### src/rtl/ep0_pkg.sv
package ep0_pkg;
  localparam int REG_W = 8;

  // bit positions of the endpoint register (fixed by the bus contract)
  localparam int B_SVC_SETUP = 7;
  localparam int B_SVC_OUT   = 6;
  localparam int B_SEND_STL  = 5;
  localparam int B_SETUP_END = 4;
  localparam int B_DATA_END  = 3;
  localparam int B_SENT_STL  = 2;
  localparam int B_IN_RDY    = 1;
  localparam int B_OUT_RDY   = 0;

  typedef struct packed {
    logic svc_setup;
    logic svc_out;
    logic send_stl;
    logic setup_end;
    logic data_end;
    logic sent_stl;
    logic in_rdy;
    logic out_rdy;
  } ep0_word_t;
endpackage

### src/rtl/ep0_rst_sync.sv
module ep0_rst_sync #(
  parameter int STAGES = 2
) (
  input  logic clk,
  input  logic rst_n,
  output logic rst_sync_n
);
  logic [STAGES-1:0] sync_q;
  logic [STAGES-1:0] sync_d;

  always_comb begin
    sync_d = {sync_q[STAGES-2:0], 1'b1};
  end

  always_ff @(posedge clk or negedge rst_n) begin
    if (!rst_n) sync_q <= '0;
    else        sync_q <= sync_d;
  end

  assign rst_sync_n = sync_q[STAGES-1];
endmodule

### src/rtl/ep0_bus_decode.sv
module ep0_bus_decode #(
  parameter int             ADDR_W   = 8,
  parameter int             DATA_W   = 8,
  parameter logic [7:0]     REG_ADDR = 8'h11
) (
  input  logic [ADDR_W-1:0] bus_addr,
  input  logic              bus_wr,
  input  logic [DATA_W-1:0] bus_wdata,
  output logic              addr_hit,
  output logic [DATA_W-1:0] wr_one,
  output logic [DATA_W-1:0] wr_zero
);
  localparam logic [ADDR_W-1:0] MATCH = ADDR_W'(REG_ADDR);

  logic wr_hit;

  always_comb begin
    addr_hit = (bus_addr == MATCH);
    wr_hit   = addr_hit & bus_wr;
    wr_one   = {DATA_W{wr_hit}} &  bus_wdata;
    wr_zero  = {DATA_W{wr_hit}} & ~bus_wdata;
  end
endmodule

### src/rtl/ep0_flag_cell.sv
module ep0_flag_cell #(
  parameter bit SET_WINS = 1'b1
) (
  input  logic clk,
  input  logic rst_n,
  input  logic set_i,
  input  logic clr_i,
  output logic q_o
);
  logic q_q;
  logic q_d;
  logic upd_en;

  always_comb begin
    upd_en = set_i | clr_i;
    if (set_i && clr_i) q_d = SET_WINS;
    else                q_d = set_i;
  end

  always_ff @(posedge clk or negedge rst_n) begin
    if (!rst_n)      q_q <= 1'b0;
    else if (upd_en) q_q <= q_d;
  end

  assign q_o = q_q;
endmodule

### src/rtl/ep0_irq_gen.sv
module ep0_irq_gen (
  input  logic clk,
  input  logic rst_n,
  input  logic rx_evt,
  input  logic in_rdy_q,
  input  logic in_clr_evt,
  output logic irq_o
);
  logic irq_q;
  logic irq_d;

  always_comb begin
    irq_d = rx_evt | (in_rdy_q & in_clr_evt);
  end

  always_ff @(posedge clk or negedge rst_n) begin
    if (!rst_n) irq_q <= 1'b0;
    else        irq_q <= irq_d;
  end

  assign irq_o = irq_q;
endmodule

### src/rtl/ep0_ctrl_reg.sv
module ep0_ctrl_reg #(
  parameter int         ADDR_W   = 8,
  parameter logic [7:0] REG_ADDR = 8'h11
) (
  input  logic              clk,
  input  logic              rst_n,
  input  logic [ADDR_W-1:0] bus_addr,
  input  logic              bus_wr,
  input  logic [7:0]        bus_wdata,
  output logic [7:0]        bus_rdata,
  input  logic              ev_rx_pkt,
  input  logic              ev_tx_done,
  input  logic              ev_setup_ovr,
  input  logic              ev_out_ovr,
  input  logic              ev_stall_sent,
  input  logic              ev_xfer_end,
  input  logic              ev_status_done,
  output logic              stall_req,
  output logic              data_end_req,
  output logic              irq
);
  import ep0_pkg::*;

  logic             rst_sync_n;
  logic             addr_hit;
  logic [REG_W-1:0] wr_one;
  logic [REG_W-1:0] wr_zero;
  logic             out_rdy_q;
  logic             setup_end_q;
  logic             sent_stl_q;
  logic             send_stl_q;
  logic             data_end_q;
  logic             in_rdy_q;
  logic             in_clr_evt;
  logic             setup_end_set;
  logic             data_end_clr;
  ep0_word_t        word;
  logic             unused_wbits;

  ep0_rst_sync #(.STAGES(2)) u_rst_sync (
    .clk(clk), .rst_n(rst_n), .rst_sync_n(rst_sync_n)
  );

  ep0_bus_decode #(.ADDR_W(ADDR_W), .DATA_W(REG_W), .REG_ADDR(REG_ADDR)) u_dec (
    .bus_addr(bus_addr), .bus_wr(bus_wr), .bus_wdata(bus_wdata),
    .addr_hit(addr_hit), .wr_one(wr_one), .wr_zero(wr_zero)
  );

  always_comb begin
    in_clr_evt    = ev_tx_done | ev_setup_ovr | ev_out_ovr;
    setup_end_set = ev_xfer_end & ~data_end_q;
    data_end_clr  = ev_xfer_end | ev_status_done;
  end

  // hardware-set flags: set wins over the firmware clear
  ep0_flag_cell #(.SET_WINS(1'b1)) u_out_rdy (
    .clk(clk), .rst_n(rst_sync_n), .set_i(ev_rx_pkt),
    .clr_i(wr_one[B_SVC_OUT]), .q_o(out_rdy_q)
  );
  ep0_flag_cell #(.SET_WINS(1'b1)) u_setup_end (
    .clk(clk), .rst_n(rst_sync_n), .set_i(setup_end_set),
    .clr_i(wr_one[B_SVC_SETUP]), .q_o(setup_end_q)
  );
  ep0_flag_cell #(.SET_WINS(1'b1)) u_sent_stl (
    .clk(clk), .rst_n(rst_sync_n), .set_i(ev_stall_sent),
    .clr_i(wr_zero[B_SENT_STL]), .q_o(sent_stl_q)
  );

  // firmware-set requests: a fresh firmware set outlives a same-cycle clear
  ep0_flag_cell #(.SET_WINS(1'b1)) u_send_stl (
    .clk(clk), .rst_n(rst_sync_n), .set_i(wr_one[B_SEND_STL]),
    .clr_i(ev_stall_sent), .q_o(send_stl_q)
  );
  ep0_flag_cell #(.SET_WINS(1'b1)) u_data_end (
    .clk(clk), .rst_n(rst_sync_n), .set_i(wr_one[B_DATA_END]),
    .clr_i(data_end_clr), .q_o(data_end_q)
  );
  ep0_flag_cell #(.SET_WINS(1'b1)) u_in_rdy (
    .clk(clk), .rst_n(rst_sync_n), .set_i(wr_one[B_IN_RDY]),
    .clr_i(in_clr_evt), .q_o(in_rdy_q)
  );

  ep0_irq_gen u_irq (
    .clk(clk), .rst_n(rst_sync_n), .rx_evt(ev_rx_pkt),
    .in_rdy_q(in_rdy_q), .in_clr_evt(in_clr_evt), .irq_o(irq)
  );

  always_comb begin
    word           = '0;
    word.send_stl  = send_stl_q;
    word.setup_end = setup_end_q;
    word.data_end  = data_end_q;
    word.sent_stl  = sent_stl_q;
    word.in_rdy    = in_rdy_q;
    word.out_rdy   = out_rdy_q;
    bus_rdata      = addr_hit ? word : '0;
  end

  assign stall_req    = send_stl_q;
  assign data_end_req = data_end_q;

  // strobe polarities that no bit acts on
  assign unused_wbits = ^{wr_one[B_SETUP_END], wr_one[B_OUT_RDY], wr_one[B_SENT_STL],
                          wr_zero[7:3], wr_zero[1:0]};
endmodule

### config.mk
export PLATFORM = sky130hd
export DESIGN_NAME = ep0_ctrl_reg
export DESIGN_NICKNAME = d
export VERILOG_FILES = /design/src/rtl/ep0_pkg.sv /design/src/rtl/ep0_rst_sync.sv /design/src/rtl/ep0_bus_decode.sv /design/src/rtl/ep0_flag_cell.sv /design/src/rtl/ep0_irq_gen.sv /design/src/rtl/ep0_ctrl_reg.sv
export SDC_FILE = /design/constraint.sdc
export NUM_CORES = 1
export LEC_CHECK = 0
export ABC_AREA = 1
export BUFFER_PORTS_ARGS = -buffer_cell sky130_fd_sc_hd__buf_2
export CAP_MARGIN = 20
export CELL_PAD_IN_SITES_DETAIL_PLACEMENT = 1
export CELL_PAD_IN_SITES_GLOBAL_PLACEMENT = 1
export CORE_MARGIN = 2
export CORE_UTILIZATION = 23
export DETAILED_ROUTE_END_ITERATION = 8
export PLACE_DENSITY_LB_ADDON = 0.2
export SKIP_LAST_GASP = 1
export SLEW_MARGIN = 30
export SYNTH_ARGS = -nofsm -noshare
export SYNTH_HDL_FRONTEND = slang
export SYNTH_SLANG_ARGS = --single-unit
export TNS_END_PERCENT = 100
### constraint.sdc
create_clock -name clk -period 0.8 [get_ports clk]
set_input_delay 0.04 -clock clk [delete_from_list [all_inputs] [get_ports clk]]
set_output_delay 0.04 -clock clk [all_outputs]
set_load 0.03 [all_outputs]
Word level (Yosys, flattened, before mapping)
Index checks and enable logic that the tools add are counted.
- flip-flop bits (word level): 9
- word-level logic and storage cells: 39
- bits of input ports: 26
- reduce and logical (&&, ||, !) cells: 6
- equality and inequality tests: 1
- mux-type cells: 7
- bitwise gates (word level): 17
- operators with widths (cell ; count):
    $or A1 B1 Y1 ; 10
    $and A8 B8 Y8 ; 1
    $eq A8 B5 Y1 const B ; 1
    $logic_and A1 B1 Y1 ; 6
    $mux W1 ; 6
    $mux W6 ; 1
    $and A1 B1 Y1 ; 3
    $and A3 B3 Y3 ; 1
    $not A3 Y3 ; 1
    $not A1 Y1 ; 1

Depth between registers and ports, before layout
- depth after elaboration: 5
- mapped depth: 7
- depth with buffers taken out: 7

Hierarchy
Synthesis repeated with hierarchy kept, for this count alone.
- cell total of the unflattened synthesis: 97
- area, all modules: 625.6 um2
- modules (own cells, without submodules) (module ; sequential area each (um2) ; times used ; area each (um2) ; cells each):
    ep0_flag_cell ; 25.0 ; 6 ; 40.0 ; 5
    ep0_bus_decode ; 0.0 ; 1 ; 206.4 ; 39
    ep0_ctrl_reg ; 0.0 ; 1 ; 88.8 ; 21
    ep0_rst_sync ; 50.0 ; 1 ; 53.8 ; 3
    ep0_irq_gen ; 25.0 ; 1 ; 36.3 ; 4

Worst setup path before layout
No wires, ideal clock.
- path type: register -> output
- from: reg u_data_end.q_q (netlist: u_data_end.q_o)
- to: out bus_rdata[3]
- arrival: 1025 ps
- path slack: -265 ps
- path buffers: 0
- stages on the path, launching flop included: 3
- path through: dfrtp_1 inv_1 nor2_1
- longest elaborated chain between the ends: 1
- ends and longest elaborated chain (what ; RTL line ; source):
    from (decl) ; ep0_flag_cell.sv:10 ; logic q_q;
    from (signal assigned) ; ep0_flag_cell.sv:22 ; else if (upd_en) q_q <= q_d;
    $mux W6 ; ep0_ctrl_reg.sv:96 ; bus_rdata = addr_hit ? word : '0;
    to (decl) ; ep0_ctrl_reg.sv:10 ; output logic [7:0] bus_rdata,
Every way passes these cells.

Final worst setup path
- from: reg u_send_stl.q_q (netlist: u_send_stl.q_o)
- to: out bus_rdata[5]
- longest elaborated chain between the ends: 1
- ends and longest elaborated chain (what ; RTL line):
    from (decl) ; ep0_flag_cell.sv:10
    from (signal assigned) ; ep0_flag_cell.sv:22
    $mux W6 ; ep0_ctrl_reg.sv:96
Every way passes these cells.

==> run metrics <==
fin nets 127; area grow syn2layout 75.2%; Hold Path Class input pin to register; max_cap viols 0; violated checks negative setup slack; Synth Warn # 0; routed vias 486; Max Slew Vio Count 0; Critical Path, Cell by Cell inv_2 > nor2_4 > buf_6; largest net degree at the start of global routing 8; First DRT Iteration DRCs 1; grt total ovfl 0; worst setup path class register to output port; Worst-path clk slew 0.06 ns; CP required 0.76 ns; first-pass GRT wire length 1890 µm; CP Capture Type output port; DRC 0; final setup TNS -0.936 ns; sequential share of the synthesized area 0.513; core area 0.00176 mm²; Ports 37; Post-Route Hold Slack 0.0163 ns; initial antenna violation count 0; clk root buf clkbuf_4; vias in the first global route 466; Slowest-stage cell, CP dfrtp_2; HPWL after DPL 957 µm; Final Cycle Share 1.19; cts bufs inserted 3; synthesized flop and latch total 9; setup slack after layout -0.153 ns; unrepaired setup endpoints after global routing true; Die W 47.7 µm; critical path arrival 0.91 ns; Initial Utilization 0.249; Layout Skew 0.00200 ns; H-tree depth 1; Comb pwr share 0.131; DRT Pass-1 Iters 2; antenna cells 0; Rows 15; DRT Wirelength 1270 µm; Chip Height 47.7 µm; Leakage 0.000426 µW; Hold Vio Cnt, Final 0; Clock Power Share 0.364; Clock Latency Late Sink 0.25 ns; Cells after DPL 116; Sw Pwr 215 µW; Total GRT Usage 0.122; Sw Share 0.230; Synth Instances 58; crit-path max FO 2; CTS Sinks 9; Pwr per Cell Area 1210 mW/mm²; post-synth cell types 13; Non-Filler Instances 125; Max stage delay on crit path 0.37 ns; Internal 718 µW; layout cells sized above 1 0.510; DRT antenna net count 0; Final setup viols 8; DR WL/cell 10.1 µm; Critical Path Start Type register; Final min period 0.953 ns; VDD IR max 0.000715 V; die area 0.00227 mm²; DR vias/cell 3.89; status complete, but fails checks; Achievable Freq 1050 MHz; Flop pwr share 0.506; IO buf count 32; GP Congestion 0.683; CTS tree done; clock buffer depth 2; Post-Syn Area 439 µm²; Syn Area/Cell 7.57 µm²
-- through the flow --
step / utilization / setup WS (ns) / total power, µW / cell area (µm²)
floorplan: - / -0.125 / 524 / 460
global placement: 0.370 / -0.0946 / 584 / 652
detailed placement: 0.370 / -0.115 / 586 / 652
CTS: 0.427 / -0.176 / 953 / 753
global route: 0.436 / -0.201 / 982 / 769
finish: 0.436 / -0.153 / 933 / 769
-- what timing repair did --
action,4_1_cts,5_1_grt
hold buffers,3,0
endpoints found under the setup margin,9,10
cloned,0,0
buffers inserted,1,1
gates resized for setup,16,3
endpoints found under the hold margin,6,0
pin swaps,2,3
-- cell usage in the layout, fill, tap and decap left out --
cell,instances
inv_2,3
dfrtp_1,7
or3_1,1
o21ai_2,1
nand3_1,6
nand2_1,14
inv_1,7
dfrtp_2,2
nor2_4,3
buf_6,4
inv_4,1
clkbuf_1,1
buf_2,23
conb_1,3
clkbuf_4,3
buf_4,9
o21ai_0,1
nor2_1,6
nor2_2,2
dlygate4sd3_1,3
-- synthesized netlist by cell type (all sizes together) --
master / n / area (µm²)
nand3: 6 / 30.0
or3: 1 / 6.26
o21ai: 2 / 10.0
buf: 2 / 15.0
conb: 2 / 7.51
dfrtp: 9 / 225
nor2: 11 / 51.3
nand2: 14 / 52.6
inv: 11 / 41.3
-- layout make-up --
class,instances,area [µm²]
Fill cell,244,995
Timing Repair Buffer,39,258
Sequential cell,9,228
Multi-Input combinational cell,37,183
Inverter,11,43.8
Tap cell,25,31.3
Clock buffer,4,26.3
-- sequential cells by signal (all words and copies together), names as in the netlist --
name and flops:
u_send_stl.q_o 1, u_irq.irq_o 1, u_rst_sync.sync_q 2, u_in_rdy.q_o 1
u_out_rdy.q_o 1, u_data_end.q_o 1, u_setup_end.q_o 1, u_sent_stl.q_o 1
-- cells by family (layout without fill, tap and decap cells) --
group                  Yosys count  in the layout  share of synthesized area
AO/OA/AOI/OAI                    2              2                     0.0228
flip-flops                       9              9                      0.513
other                            2              3                     0.0171
buffers and inverters           13             54                      0.128
AND/OR/NAND/NOR                 32             32                      0.319
-- power by group through the flow --
stage               clock network [µW]  logic [µW]  registers (µW)
floorplan                            0        39.7             484
global placement                     0         104             480
detailed placement                   0         105             480
CTS                                360         121             472
global route                       373         135             474
finish                             339         122             472
-- path summary, 6_finish.rpt --
kind | slack (ns) | depth (start not counted) | to | start
setup / recovery | -0.15 | 3 | bus_rdata[5] | u_send_stl.q_o
hold / removal | 0.02 | 3 | u_setup_end.q_o | ev_xfer_end
setup reg to reg | 0.07 | 3 | u_in_rdy.q_o | u_in_rdy.q_o
hold reg to reg | 0.11 | 0 | u_sent_stl.q_o | u_rst_sync.sync_q[1]
max in group asynchronous | 0.44 | 0 | u_data_end.q_o | u_rst_sync.sync_q[1]
min in group asynchronous | 0.09 | 2 | u_rst_sync.sync_q[0] | rst_n
-- worst max-delay path: cells and delay by family, from the launching register on --
| kind | cells | cell delay [ns] |
|---|---|---|
| AND/OR/NAND/NOR | 1 | 0.10 |
| buffers and inverters | 2 | 0.18 |
| flip-flops | 1 | 0.37 |
-- metal layers --
| layer | wire length (µm) | global-route usage | vias to the layer above | part of all wire |
|---|---|---|---|---|
| met4 | 0 | 0.0486 | 0 | 0 |
| met1 | 482 | 0.136 | 221 | 0.38 |
| met5 | 0 | 0 | - | 0 |
| met3 | 60 | 0.0226 | 0 | 0.047 |
| met2 | 724 | 0.224 | 14 | 0.57 |
| li1 | - | - | 251 | - |
Power figures use the tool's default switching activity.
